<file path="src/rtl/fta_pkg.sv">
package fta_pkg;

    typedef enum logic {
        PROP_AND = 1'b0,
        PROP_OR  = 1'b1
    } prop_mode_e;

    localparam int NODES   = 4;
    localparam int NODE_G  = 0;
    localparam int NODE_F  = 1;
    localparam int NODE_QY = 2;
    localparam int NODE_QX = 3;

    // Stuck-at controls for the nodes of one cell
    typedef struct packed {
        logic [NODES-1:0] en;
        logic [NODES-1:0] val;
    } inject_t;

    function automatic logic merge3(prop_mode_e m, logic a, logic b, logic c);
        return (m == PROP_OR) ? (a | b | c) : (a & b & c);
    endfunction

    // Value that does not control the combine in this mode
    function automatic logic idle_level(prop_mode_e m);
        return (m == PROP_AND);
    endfunction

    function automatic logic force_node(logic en, logic val, logic raw);
        return en ? val : raw;
    endfunction

endpackage

</file>
<file path="src/rtl/fta_cell.sv">
module fta_cell
    import fta_pkg::*;
(
    input  logic       clk,
    input  logic       rst,
    input  prop_mode_e mode,
    input  logic       t,
    input  logic       y_prev,
    input  logic       x_prev,
    input  inject_t    inj,
    output logic       g_o,
    output logic       f_o
);
    logic qy_q, qx_q;
    logic qy_eff, qx_eff;

    always_comb begin
        g_o    = force_node(inj.en[NODE_G], inj.val[NODE_G],
                            merge3(mode, t, y_prev, x_prev));
        qy_eff = force_node(inj.en[NODE_QY], inj.val[NODE_QY], qy_q);
        qx_eff = force_node(inj.en[NODE_QX], inj.val[NODE_QX], qx_q);
        f_o    = force_node(inj.en[NODE_F], inj.val[NODE_F],
                            merge3(mode, t, qy_eff, qx_eff));
    end

    always_ff @(posedge clk) begin
        if (rst) begin
            qy_q <= idle_level(mode);
            qx_q <= idle_level(mode);
        end else begin
            qy_q <= g_o;
            qx_q <= f_o;
        end
    end

endmodule

</file>
<file path="src/rtl/fta_chain.sv">
module fta_chain
    import fta_pkg::*;
#(
    parameter int NCELL = 8
) (
    input  logic                   clk,
    input  logic                   rst,
    input  prop_mode_e             mode,
    input  logic                   t,
    input  logic                   y_head,
    input  logic                   x_head,
    input  logic [NCELL*NODES-1:0] en,
    input  logic [NCELL*NODES-1:0] val,
    output logic                   y_tail,
    output logic                   x_tail
);
    logic [NCELL:0] y_link;
    logic [NCELL:0] x_link;

    assign y_link[0] = y_head;
    assign x_link[0] = x_head;

    for (genvar k = 0; k < NCELL; k++) begin : g_cell
        inject_t inj;
        assign inj.en  = en[k*NODES +: NODES];
        assign inj.val = val[k*NODES +: NODES];

        fta_cell u_cell (
            .clk    (clk),
            .rst    (rst),
            .mode   (mode),
            .t      (t),
            .y_prev (y_link[k]),
            .x_prev (x_link[k]),
            .inj    (inj),
            .g_o    (y_link[k+1]),
            .f_o    (x_link[k+1])
        );
    end

    assign y_tail = y_link[NCELL];
    assign x_tail = x_link[NCELL];

endmodule

</file>
<file path="src/rtl/fta_array.sv">
module fta_array
    import fta_pkg::*;
#(
    parameter int NCH   = 4,
    parameter int NCELL = 8
) (
    input  logic                         clk,
    input  logic                         rst,
    input  logic                         sel,
    input  logic                         t_in,
    input  logic [NCH-1:0]               y_in,
    input  logic [NCH-1:0]               x_in,
    input  logic [NCH*NCELL*NODES-1:0]   flt_en,
    input  logic [NCH*NCELL*NODES-1:0]   flt_val,
    output logic [NCH-1:0]               y_out,
    output logic [NCH-1:0]               x_out
);
    localparam int CH_BITS = NCELL * NODES;

    prop_mode_e mode;
    assign mode = prop_mode_e'(sel);

    for (genvar j = 0; j < NCH; j++) begin : g_chain
        fta_chain #(.NCELL(NCELL)) u_chain (
            .clk    (clk),
            .rst    (rst),
            .mode   (mode),
            .t      (t_in),
            .y_head (y_in[j]),
            .x_head (x_in[j]),
            .en     (flt_en[j*CH_BITS +: CH_BITS]),
            .val    (flt_val[j*CH_BITS +: CH_BITS]),
            .y_tail (y_out[j]),
            .x_tail (x_out[j])
        );
    end

endmodule

</file>
<file path="config.mk">
export PLATFORM = sky130hd
export DESIGN_NAME = fta_array
export DESIGN_NICKNAME = d
export VERILOG_FILES = /design/src/rtl/fta_pkg.sv /design/src/rtl/fta_cell.sv /design/src/rtl/fta_chain.sv /design/src/rtl/fta_array.sv
export SDC_FILE = /design/constraint.sdc
export NUM_CORES = 1
export LEC_CHECK = 0
export BUFFER_PORTS_ARGS = -buffer_cell sky130_fd_sc_hd__buf_2
export CAP_MARGIN = 15
export CORE_MARGIN = 1
export CORE_UTILIZATION = 35
export CTS_CLUSTER_DIAMETER = 120
export CTS_CLUSTER_SIZE = 16
export DETAILED_ROUTE_END_ITERATION = 16
export GPL_ROUTABILITY_DRIVEN = 0
export GPL_TIMING_DRIVEN = 0
export PLACE_DENSITY = 0.68
export SLEW_MARGIN = 20
export SYNTH_ARGS = -nofsm -noshare
export SYNTH_HDL_FRONTEND = slang
export SYNTH_HIERARCHICAL = 1
export SYNTH_SLANG_ARGS = --single-unit
</file>
<file path="constraint.sdc">
create_clock -name clk -period 4.13 [get_ports clk]
set_clock_uncertainty 0.15 [all_clocks]
set_input_delay 0.2065 -clock clk [delete_from_list [all_inputs] [get_ports clk]]
set_output_delay 0.2065 -clock clk [all_outputs]
set_load 0.01 [all_outputs]
</file>
* Word level (Yosys, flattened, before mapping)
Cells that the tools add are included.
** Cells by class
- Muxes and demuxes :: 256
- Bitwise gates (word level) :: 257
** Operators with widths (number)
- $mux 1 :: 256
- $and 1x1->1 :: 128
- $or 1x1->1 :: 128
- $not 1->1 :: 1
** Word-level totals
- Flip-flop bits (word level) :: 64
- Bits of input ports :: 268
- Output and inout bits :: 8
- Word-level logic and storage cells :: 577

* Longest topological paths before layout
- Word-level depth :: 33
- Gate-level depth with buffers :: 26
- Gate-level depth less buffers :: 26

* Cells and area by module
Netlist, hierarchy kept.
** By module, submodules not included
- fta_cell :: instances 32, cells each 20, area an instance 152.6 um^2, seq. area each 40.0 um^2

* Worst setup path before layout
OpenSTA, ideal clock, no wires.
- Kind :: register to output
- Start point :: register g_chain[0].u_chain.g_cell[0].u_cell.qy_q
- End point :: output y_out[0]
- Arrival time :: 3.925 ns
- Required time :: 3.773 ns
- Path slack :: -0.151 ns
- Stages on the path, launching flop included :: 26
- Path buffers :: 0
- Cells stage by stage :: dfxtp_1 mux2i_1 a21boi_0 o221ai_1 nand2_1 o21a_1 nor2_1 o31ai_2 o21a_1 nor2_1 o31ai_2 o21a_1 nor2_1 o31ai_2 o21a_1 nor2_1 o31ai_2 o21a_1 nor2_1 o31ai_2 o21a_1 nor2_1 o31ai_2 o21a_1 nor2_1 o31ai_2
** On the way
- Cells in the longest elaborated chain, start to end :: 32
- Elaborated cells on any way between the ends :: 47
- Those cells by class :: mux (17); bitwise (30)
** RTL lines
- start, declared :: line fta_cell.sv:14 : logic qy_q, qx_q;
- start signal, assigned :: line fta_cell.sv:28 : qy_q <= idle_level(mode);
- start signal, assigned :: line fta_cell.sv:31 : qy_q <= g_o;
- $mux 1 * :: line fta_pkg.sv:30 : return en ? val : raw;
- $and 1x1->1 or $or 1x1->1 (tied branches) (2 in a row) :: line fta_pkg.sv:21 : return (m == PROP_OR) ? (a | b | c) : (a & b & c);
- $mux 1 * :: line fta_pkg.sv:21
- $mux 1 * :: line fta_pkg.sv:30
- via g_chain[0].u_chain.x_link[1] :: line fta_chain.sv:18 : logic [NCELL:0] x_link;
- $and 1x1->1 or $or 1x1->1 (tied branches) :: line fta_pkg.sv:21
- $mux 1 * :: line fta_pkg.sv:21
- $mux 1 * :: line fta_pkg.sv:30
- via g_chain[0].u_chain.y_link[2] :: line fta_chain.sv:17 : logic [NCELL:0] y_link;
- [4 not listed]
- via g_chain[0].u_chain.y_link[3] :: line fta_chain.sv:17
- [4 not listed]
- via g_chain[0].u_chain.y_link[4] :: line fta_chain.sv:17
- [4 not listed]
- via g_chain[0].u_chain.y_link[5] :: line fta_chain.sv:17
- [4 not listed]
- via g_chain[0].u_chain.y_link[6] :: line fta_chain.sv:17
- $and 1x1->1 or $or 1x1->1 (tied branches) (2 in a row) :: line fta_pkg.sv:21
- $mux 1 * :: line fta_pkg.sv:21
- $mux 1 * :: line fta_pkg.sv:30
- via g_chain[0].u_chain.y_link[7] :: line fta_chain.sv:17
- $and 1x1->1 or $or 1x1->1 (tied branches) (2 in a row) :: line fta_pkg.sv:21
- $mux 1 * :: line fta_pkg.sv:21
- $mux 1 * :: line fta_pkg.sv:30
- end, declared :: line fta_array.sv:15 : output logic [NCH-1:0] y_out,
Mark *: on every way through the listed nets, which the timed path passes. The rest lies on a longest branch.

* Final worst setup path
- Start point :: register g_chain[3].u_chain.g_cell[0].u_cell.qx_q
- End point :: output y_out[3]
** On the way
- Cells in the longest elaborated chain, start to end :: 31
- Elaborated cells on any way between the ends :: 45
- Those cells by class :: mux (17); bitwise (28)
** RTL lines
- start, declared :: line fta_cell.sv:14
- start signal, assigned :: line fta_cell.sv:29 : qx_q <= idle_level(mode);
- start signal, assigned :: line fta_cell.sv:32 : qx_q <= f_o;
- $mux 1 * :: line fta_pkg.sv:30
- $and 1x1->1 or $or 1x1->1 (tied branches) :: line fta_pkg.sv:21
- $mux 1 * :: line fta_pkg.sv:21
- $mux 1 * :: line fta_pkg.sv:30
- via g_chain[3].u_chain.x_link[1] :: line fta_chain.sv:18
- $and 1x1->1 or $or 1x1->1 (tied branches) :: line fta_pkg.sv:21
- $mux 1 * :: line fta_pkg.sv:21
- $mux 1 * :: line fta_pkg.sv:30
- via g_chain[3].u_chain.y_link[2] :: line fta_chain.sv:17
- [4 not listed]
- via g_chain[3].u_chain.y_link[3] :: line fta_chain.sv:17
- [4 not listed]
- via g_chain[3].u_chain.y_link[4] :: line fta_chain.sv:17
- [4 not listed]
- via g_chain[3].u_chain.y_link[5] :: line fta_chain.sv:17
- [4 not listed]
- via g_chain[3].u_chain.y_link[6] :: line fta_chain.sv:17
- $and 1x1->1 or $or 1x1->1 (tied branches) (2 in a row) :: line fta_pkg.sv:21
- $mux 1 * :: line fta_pkg.sv:21
- $mux 1 * :: line fta_pkg.sv:30
- via g_chain[3].u_chain.y_link[7] :: line fta_chain.sv:17
- $and 1x1->1 or $or 1x1->1 (tied branches) (2 in a row) :: line fta_pkg.sv:21
- $mux 1 * :: line fta_pkg.sv:21
- $mux 1 * :: line fta_pkg.sv:30
Marks and branches as above.

==> run summary <==
Status - finished, violations left
Violations in the final reports - setup timing
Area Overhead vs Synth - 59.5%
CTS tree - built
CTS Buffer Depth - 2
Final worst path period share - 121%
Ys Warns - 6
Worst-Skew Late Latency - 0.33 ns
Final routed wire length divided by cell count - 13.5 um
Min-delay worst type - in2reg
Number of fillers in the final layout - 1231
Clock edge transition at the registers on the reported setup and hold paths - 0.05 ns
Number of max-slew violations in the final report - 0
Period minus WS final - 5.01 ns
Number of vias per cell - 4.93
Maximum vdd drop - 0.195 mV
Worst reg2reg path depth - 30
Most frequent cells in the layout - sky130_fd_sc_hd__buf_2 (272), sky130_fd_sc_hd__nand2_1 (128), sky130_fd_sc_hd__inv_1 (64), sky130_fd_sc_hd__o21a_1 (64)
Setup Viol. Count Final - 10
Combinational fraction of design power - 33.6%
Maximum number of pins on one net before global-route repair - 71
Synthesis-stage register bit count - 64
Vias in the first global route - 5568
Category of the worst setup path launch point - flop
Initial standard-cell utilization of the core - 36.5%
Max Clock Freq - 0.200 GHz
Leak - 4.04 nW
Most common library cell in the layout ignoring fill and taps - sky130_fd_sc_hd__buf_2
Share of post-route cells with drive strength above 1 - 43.5%
Global-route usage over all layers - 22.4%
CP arrival - 4.65 ns
RSZ-0062 raised after global routing - yes
Endpoint required time on the critical path - 3.77 ns
Synthesized netlist cell count - 640
Sequential element share of the synthesized area - 26.2%
Beginning of the worst hold path - flt_val[5]
Overall die height - 120 um
Die extent in x - 120 um
Worst setup margin - -0.881 ns
Worst setup slack for register-to-register paths - -0.71 ns
Clock share of power - 32.7%
Maximum level of the CTS H-tree - 3
Placement-stage worst setup slack - -1.93 ns
Switching share of total power - 29.0%
End of the worst register-to-register path - g_chain[2].u_chain/g_cell[7].u_cell/qy_q$_DFF_P_
Initial DRT Pass Iterations - 5
Synthesized net count - 908
Count of distinct cell types in the synthesized netlist - 12
CP max FO - 3
Core Area - 13400 um2
Register Area - 1290 um2
Synthesized area divided by synthesized cell count - 7.63 um2
Count of input and output buffers - 275
Die outline area - 14400 um2
Number of core rows - 42
Overall Power - 2.08 mW
First-pass GRT wire length - 25700 um
Remaining DRCs - 0
Max transition margin - 63.1%
Congestion Overflow GR - 0
Max-cap violations - 0
Crit end category - primary output
Cell depth of the worst hold path - 3
Net count reported at finish - 1279
I/O pin count - 276
Final Hold Vio Count - 0
Total number of clock tree sinks - 64
Clock root buffer master - sky130_fd_sc_hd__clkbuf_16
Terminating pin of the worst hold path - g_chain[0].u_chain/g_cell[1].u_cell/qx_q$_DFF_P_
Area of the multi-input gates - 3490 um2
Area of the mapped netlist - 4880 um2
Sequential group share of total power - 33.7%
P_sw - 0.604 mW
Remaining antenna violation count after routing - 0
Internal - 1.48 mW
Worst R2R Start - g_chain[2].u_chain/g_cell[0].u_cell/qx_q$_DFF_P_
Pwr/cell area - 267 nW/um2
Wirelength, routed - 16000 um
Number of antenna violations at the first check in global routing - 1
Pin slew with the least headroom to its limit - 0.554 ns
Number of clock buffers inserted by TritonCTS - 9
Crit path kind - reg2out
Total vias in the final route - 5867
Half-perimeter wire length after detailed placement - 10300 um
Starting DRC count in detailed routing - 268
[per-layer routing]
metal | track usage, % | share of wire [%] | vias up
li1 | - | - | 3034
met1 | 25.0 | 41 | 2596
met2 | 39.8 | 49 | 199
met3 | 4.47 | 6.2 | 38
met4 | 12.0 | 3.3 | 0
met5 | 0 | 0 | -
[critical path: stages, from the launching register on]
cell and delay, ns:
sky130_fd_sc_hd__dfxtp_2 0.36, sky130_fd_sc_hd__mux2i_4 0.08, sky130_fd_sc_hd__a21boi_2 0.16, sky130_fd_sc_hd__o221ai_2 0.14
sky130_fd_sc_hd__nand2_1 0.12, sky130_fd_sc_hd__o21a_1 0.11, sky130_fd_sc_hd__nor2_1 0.04, sky130_fd_sc_hd__o31ai_2 0.33
sky130_fd_sc_hd__o21a_1 0.17, sky130_fd_sc_hd__nor2_2 0.05, sky130_fd_sc_hd__o31ai_4 0.28, sky130_fd_sc_hd__buf_4 0.17
sky130_fd_sc_hd__a21oi_1 0.06, sky130_fd_sc_hd__o31ai_2 0.26, sky130_fd_sc_hd__o21a_1 0.17, sky130_fd_sc_hd__nor2_2 0.04
sky130_fd_sc_hd__o31ai_2 0.26, sky130_fd_sc_hd__o21a_1 0.14, sky130_fd_sc_hd__nor2_1 0.04, sky130_fd_sc_hd__o31ai_2 0.27
sky130_fd_sc_hd__o21a_1 0.14, sky130_fd_sc_hd__nor2_1 0.04, sky130_fd_sc_hd__o31ai_2 0.28, sky130_fd_sc_hd__o21a_1 0.14
sky130_fd_sc_hd__nor2_1 0.04, sky130_fd_sc_hd__o31ai_2 0.24, sky130_fd_sc_hd__buf_2 0.17
[cell usage after synthesis]
| master | number | share of area (%) |
|---|---|---|
| sky130_fd_sc_hd__inv_1 | 64 | 4.9 |
| sky130_fd_sc_hd__mux2i_1 | 64 | 13 |
| sky130_fd_sc_hd__a21oi_1 | 32 | 3.3 |
| sky130_fd_sc_hd__o31ai_2 | 32 | 8.2 |
| sky130_fd_sc_hd__dfxtp_1 | 64 | 26 |
| sky130_fd_sc_hd__nor2_1 | 64 | 4.9 |
| sky130_fd_sc_hd__nand2_1 | 128 | 9.8 |
| sky130_fd_sc_hd__a21boi_0 | 32 | 4.9 |
| sky130_fd_sc_hd__o21a_1 | 64 | 9.8 |
| sky130_fd_sc_hd__a31oi_1 | 32 | 4.1 |
| sky130_fd_sc_hd__and2_2 | 32 | 4.9 |
| sky130_fd_sc_hd__o221ai_1 | 32 | 5.7 |
[final cells by class]
type,instances,area share (%)
clock buffers,13,3.21
repair buffers,360,29.4
diodes,1,0.0321
well taps,176,2.83
flip-flops and latches,64,16.5
clock inverters,1,0.0642
multi-input cells,512,44.9
inverters,64,3.08
[worst max path at each step]
stage	end	from	slack, ns	cells after the start
floorplan	g_chain[0].u_chain/g_cell[7].u_cell/qy_q$_DFF_P_	g_chain[0].u_chain/g_cell[0].u_cell/qy_q$_DFF_P_	-0.14	26
global placement	y_out[0]	sel	-3.39	26
detailed placement	y_out[2]	sel	-1.93	27
CTS	y_out[0]	g_chain[0].u_chain/g_cell[0].u_cell/qx_q$_DFF_P_	-1.05	26
global route	y_out[3]	g_chain[3].u_chain/g_cell[0].u_cell/qx_q$_DFF_P_	-1.20	26
finish	y_out[3]	g_chain[3].u_chain/g_cell[0].u_cell/qx_q$_DFF_P_	-0.88	26
[sequential cells by signal, indices dropped and copies added (netlist names)]
name	cells
g_chain.u_chain/g_cell.u_cell/qy_q	32
g_chain.u_chain/g_cell.u_cell/qx_q	32
[stage by stage]
step | util (%) | cell area [um2] | hold WS, ns | cells | setup TNS, ns
4_1_cts | 57.9 | 7760 | 0.000632 | 1201 | -8.12
5_1_grt | 58.1 | 7790 | 0.0151 | 1191 | -9.49
3_5_place_dp | 48.8 | 6540 | 0.346 | 1093 | -22.12
3_3_place_gp | 48.4 | 6480 | 0.347 | 1091 | -56.20
6_report | 58.1 | 7790 | 0.00727 | 1191 | -5.65
2_1_floorplan | - | 4880 | 0.167 | 640 | -1.05
[power by group through the flow]
stage	Combinational, mW	Sequential (mW)	Clock, mW
final	0.700	0.701	0.680
after global routing	0.775	0.706	0.722
after CTS	0.686	0.698	0.695
after detailed placement	0.546	0.710	0
after global placement	0.539	0.711	0
after floorplan	0.305	0.703	0
[timing repair]
item	4_1_cts	5_1_grt
endpoints found under the setup margin	16	15
hold buffers	14	0
cloned	5	0
endpoints found under the hold margin	14	0
pin swaps	68	46
buffers inserted	76	0
resized for setup	21	25
[logic make-up (layout without fill, tap and decap cells)]
group | Yosys count | count (layout) | synth area share [%]
DFF | 64 | 64 | 26.2
other | 0 | 1 | 0
muxes | 64 | 64 | 13.1
and+or+nand+nor | 224 | 224 | 19.7
buffers and inverters | 64 | 438 | 4.92
AOI/OAI and AO/OA | 224 | 224 | 36.1
Note: power is estimated with default switching activity, not from simulation.
